[config.mk]
export PLATFORM = sky130hd
export DESIGN_NAME = pwr_sw_regs
export DESIGN_NICKNAME = d
export VERILOG_FILES = /design/src/rtl/pwr_sw_pkg.sv /design/src/rtl/pwr_sw_rst_sync.sv /design/src/rtl/pwr_sw_decode.sv /design/src/rtl/pwr_sw_status.sv /design/src/rtl/pwr_sw_ack.sv /design/src/rtl/pwr_sw_regs.sv
export SDC_FILE = /design/constraint.sdc
export NUM_CORES = 1
export LEC_CHECK = 0
export ABC_CLOCK_PERIOD_IN_PS = 1250
export BUFFER_PORTS_ARGS = -buffer_cell sky130_fd_sc_hd__buf_2
export CAP_MARGIN = 5
export CELL_PAD_IN_SITES_DETAIL_PLACEMENT = 1
export CELL_PAD_IN_SITES_GLOBAL_PLACEMENT = 2
export CORE_MARGIN = 4
export CORE_UTILIZATION = 17
export DETAILED_ROUTE_END_ITERATION = 7
export PLACE_DENSITY_LB_ADDON = 0.1
export SKIP_LAST_GASP = 1
export SYNTH_ARGS = -nofsm -noshare
export SYNTH_HDL_FRONTEND = slang
export SYNTH_SLANG_ARGS = --single-unit
[constraint.sdc]
create_clock -name clk_i -period 1.25 [get_ports clk_i]
set_clock_uncertainty 0.1 [all_clocks]
set_input_delay 0.1875 -clock clk_i [delete_from_list [all_inputs] [get_ports clk_i]]
set_output_delay 0.1875 -clock clk_i [all_outputs]
set_load 0.005 [all_outputs]
[src/rtl/pwr_sw_pkg.sv]
package pwr_sw_pkg;
  // Word indices of the registers (byte offset divided by four).
  localparam int unsigned WORD_STATUS = 32'hDC >> 2;
  localparam int unsigned WORD_MASK   = 32'hE0 >> 2;
  localparam int unsigned WORD_CLEAR  = 32'hE4 >> 2;
  localparam int unsigned WORD_ACK    = 32'hE8 >> 2;

  // Request bit positions in the status, mask and clear words.
  localparam int unsigned REQ_BUS_OFF = 0;
  localparam int unsigned REQ_BUS_ON  = 1;
  localparam int unsigned REQ_IO_LOW  = 2;
  localparam int unsigned REQ_IO_HIGH = 3;

  // Success bit positions in the acknowledge word.
  localparam int unsigned ACK_BUS_BIT = 0;
  localparam int unsigned ACK_IO_BIT  = 2;

  typedef enum logic [2:0] {
    SEL_NONE,
    SEL_STATUS,
    SEL_MASK,
    SEL_CLEAR,
    SEL_ACK
  } reg_sel_e;
endpackage

[src/rtl/pwr_sw_rst_sync.sv]
module pwr_sw_rst_sync #(
  parameter int unsigned STAGES = 2
) (
  input  logic clk_i,
  input  logic rst_ni,
  output logic rst_no
);
  logic [STAGES-1:0] sync_q;
  logic [STAGES-1:0] sync_d;

  always_comb begin
    sync_d = {sync_q[STAGES-2:0], 1'b1};
  end

  always_ff @(posedge clk_i or negedge rst_ni) begin
    if (!rst_ni) begin
      sync_q <= '0;
    end else begin
      sync_q <= sync_d;
    end
  end

  assign rst_no = sync_q[STAGES-1];
endmodule

[src/rtl/pwr_sw_decode.sv]
module pwr_sw_decode
  import pwr_sw_pkg::*;
#(
  parameter int unsigned ADDR_W = 6
) (
  input  logic [ADDR_W-1:0] addr_i,
  output reg_sel_e          sel_o
);
  always_comb begin
    sel_o = SEL_NONE;
    if (addr_i == ADDR_W'(WORD_STATUS)) sel_o = SEL_STATUS;
    if (addr_i == ADDR_W'(WORD_MASK))   sel_o = SEL_MASK;
    if (addr_i == ADDR_W'(WORD_CLEAR))  sel_o = SEL_CLEAR;
    if (addr_i == ADDR_W'(WORD_ACK))    sel_o = SEL_ACK;
  end
endmodule

[src/rtl/pwr_sw_status.sv]
module pwr_sw_status #(
  parameter int unsigned NREQ = 4
) (
  input  logic            clk_i,
  input  logic            rst_ni,
  input  logic [NREQ-1:0] req_i,
  input  logic            clr_en_i,
  input  logic [NREQ-1:0] clr_bits_i,
  input  logic            mask_we_i,
  input  logic [NREQ-1:0] mask_wdata_i,
  output logic [NREQ-1:0] status_o,
  output logic [NREQ-1:0] mask_o,
  output logic            irq_o
);
  logic [NREQ-1:0] status_q, status_d;
  logic [NREQ-1:0] mask_q, mask_d;
  logic            status_en;

  // Per bit: a request sets, a clear drops, and a request beats a clear.
  for (genvar i = 0; i < NREQ; i++) begin : g_bit
    assign status_d[i] = req_i[i] | (status_q[i] & ~(clr_en_i & clr_bits_i[i]));
  end

  always_comb begin
    status_en = (|req_i) | clr_en_i;
    mask_d    = mask_wdata_i;
  end

  always_ff @(posedge clk_i or negedge rst_ni) begin
    if (!rst_ni) begin
      status_q <= '0;
    end else if (status_en) begin
      status_q <= status_d;
    end
  end

  always_ff @(posedge clk_i or negedge rst_ni) begin
    if (!rst_ni) begin
      mask_q <= '0;
    end else if (mask_we_i) begin
      mask_q <= mask_d;
    end
  end

  assign status_o = status_q;
  assign mask_o   = mask_q;
  assign irq_o    = |(status_q & mask_q);
endmodule

[src/rtl/pwr_sw_ack.sv]
module pwr_sw_ack (
  input  logic clk_i,
  input  logic rst_ni,
  input  logic ack_we_i,
  input  logic bus_ok_i,
  input  logic io_ok_i,
  output logic ack_bus_o,
  output logic ack_io_o
);
  logic [1:0] pulse_q, pulse_d;

  // Nothing is held: the register holds a pulse for one cycle and then returns to zero.
  always_comb begin
    pulse_d = '0;
    if (ack_we_i) begin
      pulse_d = {io_ok_i, bus_ok_i};
    end
  end

  always_ff @(posedge clk_i or negedge rst_ni) begin
    if (!rst_ni) begin
      pulse_q <= '0;
    end else begin
      pulse_q <= pulse_d;
    end
  end

  assign ack_bus_o = pulse_q[0];
  assign ack_io_o  = pulse_q[1];
endmodule

[src/rtl/pwr_sw_regs.sv]
module pwr_sw_regs
  import pwr_sw_pkg::*;
#(
  parameter int unsigned ADDR_W = 6,
  parameter int unsigned DATA_W = 32,
  parameter int unsigned NREQ   = 4
) (
  input  logic              clk_i,
  input  logic              rst_ni,
  input  logic [NREQ-1:0]   req_i,
  input  logic              wr_en_i,
  input  logic [ADDR_W-1:0] addr_i,
  input  logic [DATA_W-1:0] wdata_i,
  output logic [DATA_W-1:0] rdata_o,
  output logic              irq_o,
  output logic              ack_bus_o,
  output logic              ack_io_o
);
  localparam int unsigned SPARE_W = DATA_W - NREQ;

  logic            rst_s;
  reg_sel_e        sel;
  logic [NREQ-1:0] status_q;
  logic [NREQ-1:0] mask_q;
  logic            clr_en, mask_we, ack_we;
  logic            unused_wdata;

  pwr_sw_rst_sync #(.STAGES(2)) u_rst (
    .clk_i  (clk_i),
    .rst_ni (rst_ni),
    .rst_no (rst_s)
  );

  pwr_sw_decode #(.ADDR_W(ADDR_W)) u_dec (
    .addr_i (addr_i),
    .sel_o  (sel)
  );

  always_comb begin
    clr_en  = wr_en_i && (sel == SEL_CLEAR);
    mask_we = wr_en_i && (sel == SEL_MASK);
    ack_we  = wr_en_i && (sel == SEL_ACK);
  end

  pwr_sw_status #(.NREQ(NREQ)) u_stat (
    .clk_i        (clk_i),
    .rst_ni       (rst_s),
    .req_i        (req_i),
    .clr_en_i     (clr_en),
    .clr_bits_i   (wdata_i[NREQ-1:0]),
    .mask_we_i    (mask_we),
    .mask_wdata_i (wdata_i[NREQ-1:0]),
    .status_o     (status_q),
    .mask_o       (mask_q),
    .irq_o        (irq_o)
  );

  pwr_sw_ack u_ack (
    .clk_i     (clk_i),
    .rst_ni    (rst_s),
    .ack_we_i  (ack_we),
    .bus_ok_i  (wdata_i[ACK_BUS_BIT]),
    .io_ok_i   (wdata_i[ACK_IO_BIT]),
    .ack_bus_o (ack_bus_o),
    .ack_io_o  (ack_io_o)
  );

  // Clear and acknowledge are write-only and read as zero.
  always_comb begin
    unique case (sel)
      SEL_STATUS: rdata_o = {{SPARE_W{1'b0}}, status_q};
      SEL_MASK:   rdata_o = {{SPARE_W{1'b0}}, mask_q};
      default:    rdata_o = '0;
    endcase
  end

  assign unused_wdata = &{1'b0, wdata_i[DATA_W-1:NREQ]};
endmodule

==> flow_summary_export.csv <==
group,metric,value,unit
logic_synthesis,synth_cells,75,
detailed_routing,wl_per_cell,11.2,um
final_layout,design_area,965,um2
clock_network,cts_tree,"built",
worst_setup_path,required,0.96,ns
sta,setup_ws,-0.116,ns
grt,grt.overflow.total,0,
worst_setup_path,crit_slowest_cell,"and2b_2",
clock_network,clk_latency,0.23,ns
hold_path,hold_path_class,"in -> reg",
run_status,violations,"negative setup slack",
detailed_routing,dr.first_iter.drc_count,28,
placement,port_buffers,23,
final_layout,area_delta_synth_final,22.8,%
worst_setup_path,cpLargestDelayFamily,"simple AND/OR/NAND/NOR gates",
placement,dp_hpwl,1500,um
detailed_routing,routed-wl-met2,920,um
detailed_routing,ant_nets,0,
power_and_ir_drop,irDropWorstVdd,552,uV
worst_setup_path,critical-path-max-stage-delay,0.21,ns
sta,tns,-0.519,ns
flow_run,cap_violations,0,
worst_setup_path,crit_type,"in -> out",
clock_network,h-tree-depth,1,
detailed_routing,top_layer_used,"met3",
logic_synthesis,seq_area_frac_synth,0.382,
worst_setup_path,crit_buf_inv,3,
logic_synthesis,synth.area.top_cells,"dfrtp_1 (38%), buf_4 (27%), mux2_2 (5.7%)",
power_and_ir_drop,powerDensity,947,nW/um2
clock_network,clkSinkCount,12,
clock_network,clkTransAtPathRegs,0.05,ns
worst_setup_path,path_max_fanout,4,
grt,grt_pass1_wl,3030,um
placement,place_area,902,um2
clock_network,cts_buffers,3,
detailed_routing,wl_met3,164,um
clock_network,cts_buffer_depth,2,
detailed_routing,wl_met1,692,um
floorplan,rows,24,
sta,fin_crit_sh,1.09,
sta,clock.fmax,732,MHz
logic_synthesis,ys_warn_count,0,
final_layout,antenna_cells,0,
detailed_routing,firstDrtPassIters,2,
sta,setup_viol,5,
detailed_routing,drc_errors,0,
sta,slew_viol_final,0,
logic_synthesis,yosysTopAreaCell,"dfrtp_1",
detailed_routing,viasPerCell,3.47,
floorplan,core,4410,um2
placement,gp_congestion,0.711,
floorplan,die_h,76.0,um
grt,grt_usage,0.0641,
grt,first_global_vias,623,
final_layout,fillers,522,
run_status,status,"finished with violations",
final_layout,nNetsFinal,154,
sta,finalHoldViolCount,0,
sta,period_needed,1.37,ns
sta,rsz0062_at_grt,"true",
worst_setup_path,cp-end-kind,"output port",
floorplan,die-area,5770,um2
logic_synthesis,ys_ff_latch,12,
logic_synthesis,synthDistinctLibCells,17,
worst_setup_path,critPathLaunchType,"input pin",
clock_network,post_cts_buffers,0,
floorplan,die_w,76.0,um
floorplan,start_util,0.178,
logic_synthesis,synth_top_area_share,0.382,
worst_setup_path,arrival,1.08,ns
grt,antenna_found_initial,0,
logic_synthesis,syn_area_per_cell,10.5,um2
worst_setup_path,cp_cell_sequence,"buf_6 > and2b_2 > nor4b_4 > buf_4 > a22o_1 > buf_2",
floorplan,num_io_pins,80,
clock_network,cts-root-buf,"clkbuf_8",
logic_synthesis,netlist_area,786,um2
detailed_routing,vias,551,
detailed_routing,wirelength,1780,um
power_and_ir_drop,leakagePower,0.524,nW
grt,grt_max_degree,11,
final_layout,drive_gt1_frac,0.411,
==> kinds of logic after synthesis <==
logic type      synth area share
flops                      0.382
simple gates               0.169
compound gates            0.0955
other cells              0.00956
mux                       0.0573
buf+inv                    0.287
==> registers in the layout (all words and copies together), names as in the netlist <==
signal and cells:
u_ack.pulse_q 2, u_rst.sync_q 2, u_stat.mask_o 4, u_stat.status_o 4
==> repair_timing <==
action | in CTS | in global routing
pin swaps | 5 | 1
setup endpoints to repair | 5 | 5
gates resized for setup | 2 | 0
hold buffers | 1 | 0
endpoints found under the hold margin | 2 | 0
==> synth_stat cells <==
library cell	n
nand2_1	2
a31oi_1	4
nand3b_4	1
inv_1	4
and2b_2	1
a22o_1	4
nor2_1	5
nor4b_4	1
and4_2	2
and4b_4	1
mux2_2	4
dfrtp_1	12
conb_1	2
nand4b_1	1
and4b_2	1
a22oi_1	2
buf_4	28
==> cell usage in the layout, fill, tap and decap left out <==
cell type | Yosys | final
nand3b_4 | 1 | 1
buf_2 | 0 | 22
a22oi_2 | 0 | 1
buf_6 | 0 | 1
and4_2 | 2 | 2
nand2_1 | 2 | 2
nor4b_4 | 1 | 1
nand4b_1 | 1 | 1
inv_1 | 4 | 4
and4b_4 | 1 | 1
a31oi_1 | 4 | 4
dlygate4sd3_1 | 0 | 1
conb_1 | 2 | 29
nor2_1 | 5 | 5
mux2_2 | 4 | 4
a22oi_1 | 2 | 1
a22o_1 | 4 | 4
and2b_2 | 1 | 1
dfrtp_1 | 12 | 12
clkbuf_8 | 0 | 3
and4b_2 | 1 | 1
buf_4 | 28 | 6
==> path summary, 6_finish.rpt <==
kind	startpoint	endpoint	slack, ns	cells past startpoint
max in group asynchronous	u_rst.sync_q[1]$_DFF_PN0_	u_stat.status_o[1]$_DFFE_PN0P_	0.68	0
hold reg to reg	u_rst.sync_q[1]$_DFF_PN0_	u_stat.mask_o[3]$_DFFE_PN0P_	0.07	0
min in group asynchronous	u_rst.sync_q[1]$_DFF_PN0_	u_stat.mask_o[3]$_DFFE_PN0P_	0.07	0
setup / recovery	addr_i[0]	rdata_o[0]	-0.12	6
setup reg to reg	u_stat.mask_o[2]$_DFFE_PN0P_	u_stat.mask_o[2]$_DFFE_PN0P_	0.38	1
hold / removal	wdata_i[3]	u_stat.status_o[3]$_DFFE_PN0P_	0.05	2
==> cell type report <==
cell class,instances,area (um2),share of cell area
multi-input combinational,58,367,0.380
sequential,12,300,0.311
timing repair buffer,30,176,0.183
tap,52,65.1,0.0674
clock buffer,3,41.3,0.0428
inverter,4,15.0,0.0156
==> layer usage <==
layer,vias up,global-route usage
met4,0,0.00534
met5,-,0
met2,28,0.115
met3,0,0.0343
li1,266,-
met1,257,0.0686
==> per-stage QoR <==
stage               utilization  hold WS (ns)  total power [mW]  worst slack (ns)  cells
floorplan                     -        -0.208             0.562             0.116    102
detailed placement        0.204        -0.126             0.571            -0.139    155
finish                    0.219        0.0456             0.913            -0.116    159
CTS                       0.219        0.0397             0.939            -0.135    159
global placement          0.204        -0.128             0.568            -0.150    155
global route              0.219        0.0538             0.984            -0.168    159
==> where the power goes <==
group | switching (mW) | leakage, nW | internal (mW)
registers | 0.0211 | 0.139 | 0.411
logic | 0.0690 | 0.363 | 0.0718
clock network | 0.130 | 0.0216 | 0.211
total | 0.220 | 0.524 | 0.694
Note: power is estimated with default switching activity, not from simulation.
